==> config.mk <==
export PLATFORM = sky130hd
export DESIGN_NAME = shacc_unit
export DESIGN_NICKNAME = d
export VERILOG_FILES = /design/src/rtl/shacc_pkg.sv /design/src/rtl/shacc_shifter.sv /design/src/rtl/shacc_adder.sv /design/src/rtl/shacc_accbank.sv /design/src/rtl/shacc_unit.sv
export SDC_FILE = /design/constraint.sdc
export NUM_CORES = 1
export LEC_CHECK = 0
export BUFFER_PORTS_ARGS = -buffer_cell sky130_fd_sc_hd__clkbuf_2
export CORE_ASPECT_RATIO = 0.7
export CORE_MARGIN = 2
export CORE_UTILIZATION = 32
export DETAILED_ROUTE_END_ITERATION = 8
export PLACE_DENSITY = 0.52
export RECOVER_POWER = 50
export SYNTH_ARGS = -nofsm -noshare
export SYNTH_HDL_FRONTEND = slang
export SYNTH_SLANG_ARGS = --single-unit
==> constraint.sdc <==
create_clock -name clk -period 3.9 [get_ports clk]
set_input_delay 0.39 -clock clk [delete_from_list [all_inputs] [get_ports clk]]
set_output_delay 0.39 -clock clk [all_outputs]
set_load 0.01 [all_outputs]
==> src/rtl/shacc_pkg.sv <==
package shacc_pkg;

  localparam int unsigned WORD_W  = 16;
  localparam int unsigned ACC_CNT = 4;
  localparam int unsigned SHAMT_W = 4;

  typedef struct packed {
    logic ov;
    logic sg;
    logic z;
    logic cy;
  } shacc_flags_t;

endpackage

==> src/rtl/shacc_shifter.sv <==
module shacc_shifter #(
  parameter int unsigned WORD_W  = shacc_pkg::WORD_W,
  parameter int unsigned SHAMT_W = shacc_pkg::SHAMT_W
) (
  input  logic [WORD_W-1:0]  operand_i,
  input  logic [SHAMT_W-1:0] amount_i,
  input  logic               sext_i,
  output logic [WORD_W-1:0]  high_o,
  output logic [WORD_W-1:0]  low_o
);

  localparam int unsigned WIDE_W = 2 * WORD_W;

  logic [WORD_W-1:0] upper_fill;
  logic [WIDE_W-1:0] widened;
  logic [WIDE_W-1:0] shifted;

  always_comb begin
    upper_fill = sext_i ? {WORD_W{operand_i[WORD_W-1]}} : '0;
    widened    = {upper_fill, operand_i};
    shifted    = widened << amount_i;
    high_o     = shifted[WIDE_W-1:WORD_W];
    low_o      = shifted[WORD_W-1:0];
  end

endmodule

==> src/rtl/shacc_adder.sv <==
module shacc_adder #(
  parameter int unsigned WORD_W = shacc_pkg::WORD_W
) (
  input  logic [WORD_W-1:0]    addend_a_i,
  input  logic [WORD_W-1:0]    addend_b_i,
  output logic [WORD_W-1:0]    sum_o,
  output shacc_pkg::shacc_flags_t flags_o
);

  logic [WORD_W:0] wide_sum;
  logic            same_sign;

  always_comb begin
    wide_sum   = {1'b0, addend_a_i} + {1'b0, addend_b_i};
    sum_o      = wide_sum[WORD_W-1:0];
    same_sign  = (addend_a_i[WORD_W-1] == addend_b_i[WORD_W-1]);
    flags_o.cy = wide_sum[WORD_W];
    flags_o.ov = same_sign && (wide_sum[WORD_W-1] != addend_a_i[WORD_W-1]);
    flags_o.z  = (wide_sum[WORD_W-1:0] == '0);
    flags_o.sg = wide_sum[WORD_W-1];
  end

endmodule

==> src/rtl/shacc_accbank.sv <==
module shacc_accbank #(
  parameter int unsigned WORD_W  = shacc_pkg::WORD_W,
  parameter int unsigned ACC_CNT = shacc_pkg::ACC_CNT,
  localparam int unsigned IDX_W  = $clog2(ACC_CNT)
) (
  input  logic                      clk,
  input  logic                      rst_n,
  input  logic                      wr_en_i,
  input  logic [IDX_W-1:0]          wr_idx_i,
  input  logic [WORD_W-1:0]         wr_data_i,
  input  logic [IDX_W-1:0]          rd_src_idx_i,
  input  logic [IDX_W-1:0]          rd_dst_idx_i,
  output logic [WORD_W-1:0]         rd_src_o,
  output logic [WORD_W-1:0]         rd_dst_o,
  output logic [ACC_CNT*WORD_W-1:0] flat_o
);

  logic [WORD_W-1:0] acc_q [ACC_CNT];
  logic [WORD_W-1:0] acc_d [ACC_CNT];
  logic [ACC_CNT-1:0] acc_en;

  for (genvar k = 0; k < ACC_CNT; k++) begin : g_acc
    always_comb begin
      acc_en[k] = wr_en_i && (wr_idx_i == IDX_W'(k));
      acc_d[k]  = wr_data_i;
    end

    always_ff @(posedge clk or negedge rst_n) begin
      if (!rst_n) begin
        acc_q[k] <= '0;
      end else if (acc_en[k]) begin
        acc_q[k] <= acc_d[k];
      end
    end

    assign flat_o[k*WORD_W +: WORD_W] = acc_q[k];
  end

  assign rd_src_o = acc_q[rd_src_idx_i];
  assign rd_dst_o = acc_q[rd_dst_idx_i];

endmodule

==> src/rtl/shacc_unit.sv <==
module shacc_unit #(
  parameter int unsigned WORD_W  = shacc_pkg::WORD_W,
  parameter int unsigned ACC_CNT = shacc_pkg::ACC_CNT,
  parameter int unsigned SHAMT_W = shacc_pkg::SHAMT_W,
  localparam int unsigned IDX_W  = $clog2(ACC_CNT)
) (
  input  logic                      clk,
  input  logic                      rst_n,
  input  logic                      issue_i,
  input  logic                      src_is_mem_i,
  input  logic [WORD_W-1:0]         mem_word_i,
  input  logic                      mem_tag_i,
  input  logic [IDX_W-1:0]          src_sel_i,
  input  logic [IDX_W-1:0]          dst_sel_i,
  input  logic [SHAMT_W-1:0]        shift_i,
  input  logic                      sext_mode_i,
  output logic [ACC_CNT*WORD_W-1:0] acc_o,
  output logic [WORD_W-1:0]         ph_o,
  output logic [WORD_W-1:0]         pl_o,
  output logic                      flag_ov_o,
  output logic                      flag_sg_o,
  output logic                      flag_z_o,
  output logic                      flag_cy_o,
  output logic                      tag_o
);

  import shacc_pkg::*;

  // reset: asserted at once, released after two clean edges
  logic [1:0] rst_sync_q;
  logic       rst_core_n;

  always_ff @(posedge clk or negedge rst_n) begin
    if (!rst_n) begin
      rst_sync_q <= 2'b00;
    end else begin
      rst_sync_q <= {rst_sync_q[0], 1'b1};
    end
  end

  assign rst_core_n = rst_sync_q[1];

  // operand path
  logic [WORD_W-1:0] src_acc_val;
  logic [WORD_W-1:0] dst_acc_val;
  logic [WORD_W-1:0] operand;
  logic [WORD_W-1:0] prod_hi;
  logic [WORD_W-1:0] prod_lo;
  logic [WORD_W-1:0] acc_sum;
  shacc_flags_t      sum_flags;

  assign operand = src_is_mem_i ? mem_word_i : src_acc_val;

  shacc_shifter #(
    .WORD_W  (WORD_W),
    .SHAMT_W (SHAMT_W)
  ) u_shifter (
    .operand_i (operand),
    .amount_i  (shift_i),
    .sext_i    (sext_mode_i),
    .high_o    (prod_hi),
    .low_o     (prod_lo)
  );

  shacc_adder #(
    .WORD_W (WORD_W)
  ) u_adder (
    .addend_a_i (dst_acc_val),
    .addend_b_i (prod_lo),
    .sum_o      (acc_sum),
    .flags_o    (sum_flags)
  );

  shacc_accbank #(
    .WORD_W  (WORD_W),
    .ACC_CNT (ACC_CNT)
  ) u_accbank (
    .clk          (clk),
    .rst_n        (rst_core_n),
    .wr_en_i      (issue_i),
    .wr_idx_i     (dst_sel_i),
    .wr_data_i    (acc_sum),
    .rd_src_idx_i (src_sel_i),
    .rd_dst_idx_i (dst_sel_i),
    .rd_src_o     (src_acc_val),
    .rd_dst_o     (dst_acc_val),
    .flat_o       (acc_o)
  );

  // product and status registers
  logic [WORD_W-1:0] ph_q, ph_d;
  logic [WORD_W-1:0] pl_q, pl_d;
  shacc_flags_t      flags_q, flags_d;
  logic              tag_q, tag_d;
  logic              prod_en;
  logic              tag_en;

  always_comb begin
    prod_en = issue_i;
    tag_en  = issue_i && src_is_mem_i;
    ph_d    = prod_hi;
    pl_d    = prod_lo;
    flags_d = sum_flags;
    tag_d   = mem_tag_i;
  end

  always_ff @(posedge clk or negedge rst_core_n) begin
    if (!rst_core_n) begin
      ph_q    <= '0;
      pl_q    <= '0;
      flags_q <= '0;
    end else if (prod_en) begin
      ph_q    <= ph_d;
      pl_q    <= pl_d;
      flags_q <= flags_d;
    end
  end

  always_ff @(posedge clk or negedge rst_core_n) begin
    if (!rst_core_n) begin
      tag_q <= 1'b0;
    end else if (tag_en) begin
      tag_q <= tag_d;
    end
  end

  assign ph_o      = ph_q;
  assign pl_o      = pl_q;
  assign flag_ov_o = flags_q.ov;
  assign flag_sg_o = flags_q.sg;
  assign flag_z_o  = flags_q.z;
  assign flag_cy_o = flags_q.cy;
  assign tag_o     = tag_q;

endmodule

======== Word-level counts from Yosys, hierarchy flattened ========
Index checks and enable logic that the tools add are counted.
word-level totals
  register bits after elaboration ......... 103
  input port bits ......................... 30
  output and inout port bits .............. 101
  word-level logic and storage cells ...... 39
cells by class
  add/subtract/negate cells ............... 1
  magnitude comparators ................... 2
  equality and inequality tests ........... 5
  shift operators ......................... 1
  mux-type cells .......................... 8
  bitwise gates (word level) .............. 2
  reductions and logical operators ........ 8
operators with widths
  cell                count
  $mux 16             6
  $bmux 16 s2         2
  $shl 32x4->32       1
  $add 16x16->17      1
  $logic_not 16->1    1
  $ge 3x3->1 const B  2
  $logic_and 1x1->1   6
  $not 2->3           2
  $eq 2x2->1 const B  2
  $eq 2x1->1 const B  1
  $logic_not 2->1     1
  $eq 1x1->1          1
  $ne 1x1->1          1

======== Logic depth before layout (Yosys ltp) ========
Gate-level depths: netlist of the first run.
  depth after elaboration ................. 10
  gate-level depth with buffers ........... 19
  depth with buffers taken out ............ 18

======== By module ========
From an unflattened synthesis of the first run, not the netlist that was laid out.
unflattened totals
  cell total of the unflattened synthesis .. 556
  area, all modules ....................... 7070.5 µm²
modules (own cells, without submodules)
  module         times used  cells an instance  area an instance (µm²)  sequential area each (µm²)
  shacc_accbank  1           176                3174.3                  1601.5
  shacc_unit     1           100                1824.2                  975.9
  shacc_shifter  1           162                1189.9                  0.0
  shacc_adder    1           118                882.1                   0.0

======== Least setup slack after synthesis of the first run ========
OpenSTA, ideal clock, no wires.
  path type ............................... input -> register
  from .................................... in src_is_mem_i
  to ...................................... reg flags_q, in the netlist flag_z_o
  setup time .............................. 0.092 ns
  arrival time ............................ 4.541 ns
  data required time ...................... 3.808 ns
  path slack .............................. -0.733 ns
  stages .................................. 17
  path buffers ............................ 3
  path through ............................ clkbuf_1 > buf_1 > buf_1 > mux2i_1 > or3_1 > nor3_1 > ha_1 > inv_1 > fa_1 > nor2b_1 > o31a_1 > o2111a_1 > o31a_1 > o41ai_1 > a2111oi_0 > nand4_1 > o31ai_2
on the way
  cells in the longest elaborated chain, start to end .. 5
ends and longest elaborated chain
  item                    line                 text
  start: declaration      shacc_unit.sv:10     input logic src_is_mem_i,
  $mux 16 (*)             shacc_unit.sv:52     assign operand = src_is_mem_i ? mem_word_i : src_acc_val;
  $mux 16                 shacc_shifter.sv:19  upper_fill = sext_i ? {WORD_W{operand_i[WORD_W-1]}} : '0;
  $shl 32x4->32 (*)       shacc_shifter.sv:21  shifted = widened << amount_i;
  net pl_d[0]             shacc_unit.sv:92     logic [WORD_W-1:0] pl_q, pl_d;
  $add 16x16->17 (*)      shacc_adder.sv:14    wide_sum = {1'b0, addend_a_i} + {1'b0, addend_b_i};
  $logic_not 16->1 (*)    shacc_adder.sv:19    flags_o.z = (wide_sum[WORD_W-1:0] == '0);
  end signal: assignment  shacc_unit.sv:115    flags_q <= flags_d;
  end: declaration        shacc_unit.sv:93     shacc_flags_t flags_q, flags_d;
Mark *: on every way through the listed nets, which the timed path passes. The rest lies on a longest branch.
A chain may end at the register's enable or synchronous reset.

======== Worst setup path in the final report of the first run ========
  from .................................... reg u_accbank.acc_q, in the netlist u_accbank.flat_o[18]
  to ...................................... reg flags_q, in the netlist flag_ov_o
on the way
  cells in the longest elaborated chain, start to end .. 8
  elaborated cells on any way between the ends .. 12
  classes of those cells .................. add/sub (1); eq/ne (2); shift (1); mux (7); reduce/logical (1)
ends and longest elaborated chain
  item                                         line                 text
  start: declaration                           shacc_accbank.sv:18  logic [WORD_W-1:0] acc_q [ACC_CNT];
  start signal: indexed assignment             shacc_accbank.sv:32  acc_q[k] <= acc_d[k];
  $bmux 16 s2                                  shacc_accbank.sv:39  assign rd_src_o = acc_q[rd_src_idx_i];
  $mux 16 (not written as such) (2 in series)  shacc_accbank.sv:39
  $mux 16                                      shacc_unit.sv:52
  $shl 32x4->32                                shacc_shifter.sv:21
  $add 16x16->17                               shacc_adder.sv:14
  $ne 1x1->1                                   shacc_adder.sv:18    flags_o.ov = same_sign && (wide_sum[WORD_W-1] != addend_a_i[WORD_W-1]);
  $logic_and 1x1->1 (*)                        shacc_adder.sv:18
Mark *: on every way between the ends. The rest lies on a longest branch, timed or not. The select of a mux whose other input is x is not followed.

==> metrics.txt, run 1 <==
status complete, but fails checks; violated checks max-capacitance violations, max-slew violations, negative setup slack; Post-Route WL 22200 um; CP Buf/Inv Count 1; Die Height 123 um; crit path cell chain mux4_2 > mux4_2 > mux4_2 > and2_4 > ha_4 > a21oi_4 > o211ai_1 > a21oi_1 > o21ai_2 > nor2b_1 > a211o_1 > a31oi_4 > buf_4 > xor2_2 > o31ai_1; Setup CP Type flip-flop to flip-flop; Syn Inst Count 636; Placer Congestion 0.881; share of cells above drive strength 1 42.5%; FP Rows 43; IO Count 131; met3 usage 4.03%; DR pass1 iterations 5; Synth top cells by count 103 x dfrtp_1, 102 x nand2_1, 84 x o21ai_0, 39 x nor2_1, 36 x mux2_2; DRC errors left 0; initial core utilization 32.7%; CP Capture Type flip-flop; clock power share 14.7%; Fin Setup TNS -2.33 ns; Comb pwr share 58.6%; hpwl dp 17200 um; Post-synth EDFFs 0; final hold viol count 0; Synth top area share 39.9%; CTS root buf clkbuf_16; First DRT Iteration DRCs 582; P_sw 2770 uW; TritonCTS buffer count 9; switching share of total power 41.7%; Netlist cell types 61; die area 21400 um2; crit path max-delay cell type mux4_2; IO buf count 130; antenna viol nets, final 0; fin worst setup slack -0.251 ns; initial antenna violation count 0; Mapped Area 6460 um2; CP max FO 3; Max-Cap Viols 1; CTS tree built; GRT Overall Usage 21.2%; top_reg_cell synth dfrtp_1; Slew @ Worst Pin 1.72 ns; CTS HTree Levels 3; Top Usage Layer GRT met1; area grow syn2layout 40.7%; global route overflow 0; Max VDD drop 0.397 mV; met1 usage 32.5%; critical path's most frequent cell mux4_2; Hold Path Class primary input to flip-flop; Finish-stage setup viols 17; core footprint 19800 um2; fin. max-slew vios 79; share of synthesized registers carrying an async set or reset 100%; Clock transition at path regs 0.08 ns; fmax 241 MHz; vias post-DR 6117; synthesized flop and latch total 103; register area share after synthesis 39.9%; Warnings, synthesis 0; syn_nets 683; Leakage 0.00429 uW; crit-path max cell delay 0.55 ns; largest buffer count on any clock path 2; vias per inst 5.19; Avg Inst Size Synth 10.2 um2; critical path data arrival time 4.38 ns; Fillers 1950; routing usage on met2 31.2%; startpoint types flip-flop; vias in the first global route 6112; RSZ-0062 raised after global routing true; period utilisation layout 106%; CP required 4.13 ns; first-pass GRT wire length 34800 um; most frequent cell after synthesis dfrtp_1; Yosys top cell by area dfrtp_1; power density over the cells 732 nW/um2; clk_skew 0.0214 ns; Slew HR -14.9%; Tmin final 4.15 ns; largest net degree at the start of global routing 79; Avg WL per Cell 18.8 um; clock latency on the worst-skew pair 0.37 ns; critical path's top delay family multiplexers; Antenna Cells 0; number of nets in the layout 950; WHS 0.278 ns; Cell Int Power 3880 uW; Sink Count 103; Flop pwr share 26.7%; Die W 174 um; top post-synthesis cells by area dfrtp_1 40%, mux4_2 11%, o21ai_0 6.5%, mux2_2 6.3%, nand2_1 5.9%
layout by cell type, fill, tap and decap left out, types with 5 or more instances in the layout:
cell,count
o211ai_1,6
or3_1,5
o21ai_2,17
nand2_1,98
buf_4,164
mux2_2,30
inv_1,16
clkbuf_2,70
mux4_2,36
a21o_1,9
o21a_1,6
clkbuf_16,9
a21oi_2,5
mux2_4,6
mux2i_1,28
nor2b_1,5
o21ai_1,12
ha_1,14
clkbuf_1,60
a21oi_1,20
dfrtp_1,102
nor2_1,38
o21ai_0,56
registers in the layout, summed over array words and instances, names as in the netlist:
signal,count
flag_sg_o,1
flag_cy_o,1
flag_z_o,1
flag_ov_o,1
ph_o,16
tag_o,1
pl_o,16
u_accbank.flat_o,64
rst_sync_q,2
logic make-up after synthesis:
group,after synthesis,share of synthesized area [%]
fa+ha+maj,17,3.41
simple gates,177,11.8
other cells,1,0.0580
buf+inv,60,3.62
xor+xnor,7,1.18
compound gates,168,16.2
mux,103,23.9
flops,103,39.9
layer usage:
metal / part of all wire [%] / vias up
met5: 0 / -
met1: 49 / 3011
met3: 7.0 / 26
li1: - / 2850
met2: 42 / 230
met4: 1.5 / 0
repair_timing:
action	4_1_cts	5_1_grt
buffers inserted	11	6
gates resized for setup	40	33
cloned	0	0
pin swaps	19	12
hold endpoints to repair	2	0
hold buffers	1	0
setup endpoints to repair	23	35
worst register-to-register path, delay by kind of cell, from the launching register on:
kind	cells	cell delay, ns
buffers and inverters	1	0.17
xor gates and xnor gates	1	0.17
adders and majority gates	1	0.23
and+or+nand+nor	2	0.32
DFF	1	0.40
AOI/OAI and AO/OA	7	1.15
muxes	3	1.58
cell type report:
| type | count | area (um2) | share of cell area [%] |
|---|---|---|---|
| clock inverter | 7 | 95.1 | 1.05 |
| sequential | 103 | 2580 | 28.4 |
| clock buffer | 9 | 225 | 2.48 |
| multi-input combinational | 473 | 3910 | 43.0 |
| timing repair buffer | 299 | 1880 | 20.7 |
| inverter | 17 | 63.8 | 0.702 |
| tap | 270 | 338 | 3.71 |
stage by stage:
stage | util, % | total power, uW | setup slack (ns) | area (um2) | instances
global route | 45.9 | 7080 | -0.408 | 9090 | 1178
finish | 45.9 | 6650 | -0.251 | 9090 | 1178
floorplan | - | 3580 | -0.150 | 6560 | 636
detailed placement | 43.0 | 5370 | -0.705 | 8510 | 1146
CTS | 45.7 | 6590 | -0.268 | 9050 | 1173
global placement | 43.0 | 5310 | -0.649 | 8510 | 1146
path summary, 6_finish.rpt:
| path | from | to | slack, ns | cells after the start |
|---|---|---|---|---|
| max | u_accbank.flat_o[18] | flag_ov_o | -0.25 | 15 |
| min | mem_tag_i | tag_o | 0.28 | 2 |
| max reg2reg | u_accbank.flat_o[18] | flag_ov_o | -0.25 | 15 |
| min reg2reg | rst_sync_q[0] | rst_sync_q[1] | 0.36 | 0 |
| max in group asynchronous | rst_sync_q[1] | ph_o[0] | 1.99 | 1 |
| min in group asynchronous | rst_n | rst_sync_q[0] | 0.33 | 2 |
power groups by stage:
stage | Sequential [uW] | Combinational (uW) | Clock [uW]
3_5_place_dp | 1790 | 3580 | 0
5_1_grt | 1830 | 4210 | 1050
6_report | 1780 | 3900 | 980
4_1_cts | 1770 | 3810 | 1010
2_1_floorplan | 1950 | 1630 | 0
3_3_place_gp | 1770 | 3540 | 0
Note: power is estimated with default switching activity, not from simulation.
==> run 2, diff against run 1 <==
--- a/config.mk
+++ b/config.mk
@@ -7,7 +7,6 @@
 export LEC_CHECK = 0
 export BUFFER_PORTS_ARGS = -buffer_cell sky130_fd_sc_hd__clkbuf_2
 export CORE_ASPECT_RATIO = 0.7
-export CORE_MARGIN = 2
 export CORE_UTILIZATION = 32
 export DETAILED_ROUTE_END_ITERATION = 8
 export PLACE_DENSITY = 0.52
==> constraint.sdc (replaced) <==
create_clock -name clk -period 4.7 [get_ports clk]
set_input_delay 0.47 -clock clk [delete_from_list [all_inputs] [get_ports clk]]
set_output_delay 0.47 -clock clk [all_outputs]
set_load 0.01 [all_outputs]
==> metrics.txt, run 2 (synthesis gave the netlist of run 1 again) <==
die area 20800 um2; Clock transition at path regs 0.08 ns; largest buffer count on any clock path 2; Design Area, Final 8090 um2; initial antenna violation count 0; DP Worst Slack -0.297 ns; hpwl dp 16800 um; DRC errors left 0; Slew HR -33.5%; CP max FO 4; switching share of total power 44.0%; max reg flops 64; IO buf count 130; DR pass1 iterations 5; CTS tree built; Cell Int Power 2690 uW; Placer Congestion 0.896; fin. max-slew vios 94; Post-CTS Setup Inserts 0; vias in the first global route 5603; Sink Count 103; TritonCTS buffer count 9; Die Height 121 um; initial core utilization 32.7%; CTS root buf clkbuf_16; final hold viol count 0; IO Count 131; Max VDD drop 0.242 mV; clock power share 15.9%; RSZ-0062 raised after global routing false; first-pass GRT wire length 32900 um; power density over the cells 593 nW/um2; CTS HTree Levels 3; Core Util, Final 40.8%; core footprint 19800 um2; startpoint types flip-flop; Tmin final 4.43 ns; Comb pwr share 51.5%; period utilisation layout 94.2%; CP required 4.99 ns; Max-Cap Viols 2; status complete, but fails checks; Slew @ Worst Pin 2.00 ns; clk_skew 0.0163 ns; Fillers 2053; Antenna Cells 0; largest net degree at the start of global routing 54; Setup CP Type flip-flop to flip-flop; critical path data arrival time 4.71 ns; Avg WL per Cell 19.7 um; Finish-stage setup viols 0; FP Rows 43; global route overflow 0; area grow syn2layout 25.1%; most common cell after layout, fill and taps aside clkbuf_1; vias per inst 5.28; vias post-DR 5774; share of cells above drive strength 1 25.2%; Post-Route WL 21500 um; commonest cells after routing, fill and taps aside 104 x clkbuf_1, 103 x dfrtp_1, 102 x nand2_1, 82 x o21ai_0, 77 x buf_4; number of nets in the layout 866; First DRT Iteration DRCs 524; violated checks max-capacitance violations, max-slew violations; clock latency on the worst-skew pair 0.37 ns; Leakage 0.00366 uW; Flop pwr share 32.6%; Hold Path Class primary input to flip-flop; GRT Overall Usage 21.4%; fin worst setup slack 0.274 ns; CP Capture Type flip-flop; Die W 172 um; placed inst area 7920 um2; antenna viol nets, final 0; fmax 226 MHz; P_sw 2110 uW
## run 2: cell types whose count changed in the layout (fill, tap and decap cells not counted), sizes merged
cell and delta:
buf -90, bufinv -1, clkbuf +7, clkinv -1, inv +1
## run 2: timing repair
item                                    in CTS  in global routing
endpoints found under the setup margin       0                 10
hold buffers                                 1                  0
endpoints found under the hold margin        2                  0
resized for setup                            0                  6
## run 2: layer usage
metal	track usage (%)	routed length [um]
met1	32.0	10500
met2	29.8	8970
met3	6.07	1760
met4	5.59	266
met5	0	0
## run 2: cell type report
cell class | instances | area, um2 | area share, %
clock buffer | 10 | 229 | 2.83
clock inverter | 6 | 62.6 | 0.774
inverter | 17 | 63.8 | 0.789
multi-input combinational | 473 | 3670 | 45.4
sequential | 103 | 2580 | 31.9
tap | 270 | 338 | 4.18
timing repair buffer | 215 | 1140 | 14.2
## run 2: final timing paths
kind                                 startpoint                   end  slack [ns]  depth (start not counted)
min in group asynchronous                 rst_n         rst_sync_q[1]        0.40                          2
min                                   mem_tag_i                 tag_o        0.34                          2
max                        u_accbank.flat_o[18]              flag_z_o        0.27                         16
max in group asynchronous         rst_sync_q[1]  u_accbank.flat_o[11]        2.27                          1
min reg2reg                       rst_sync_q[0]         rst_sync_q[1]        0.35                          0
max reg2reg                u_accbank.flat_o[18]              flag_z_o        0.27                         16
## run 2: power groups by stage
stage                     Combinational (uW)  Clock [uW]  Sequential, uW
final                                   2470         762            1560
after global routing                    2690         816            1610
after CTS                               2530         784            1560
after detailed placement                2510           0            1580
after global placement                  2460           0            1560
after floorplan                         1270           0            1610
## run 2: critical path: stages, from the launching register on
cell      delay, ns
dfrtp_1        0.42
mux4_1         0.56
mux2_2         0.29
o21ai_0        0.26
mux2i_1        0.15
buf_4          0.15
mux2i_1        0.17
o22ai_1        0.16
ha_1           0.37
and2_1         0.16
o2111a_1       0.22
o31a_1         0.20
o21ai_0        0.10
a21oi_1        0.23
mux2_2         0.37
or2_2          0.31
o31ai_2        0.23
## run 2: metrics by stage
stage / TNS, ns / instances / power, uW / hold slack (ns)
after CTS: 0 / 1094 / 4870 / 0.333
after detailed placement: -2.58 / 1077 / 4090 / 0.261
after floorplan: 0 / 636 / 2880 / 0.174
final: 0 / 1094 / 4800 / 0.343
after global routing: 0 / 1094 / 5120 / 0.331
after global placement: -1.04 / 1077 / 4020 / 0.258
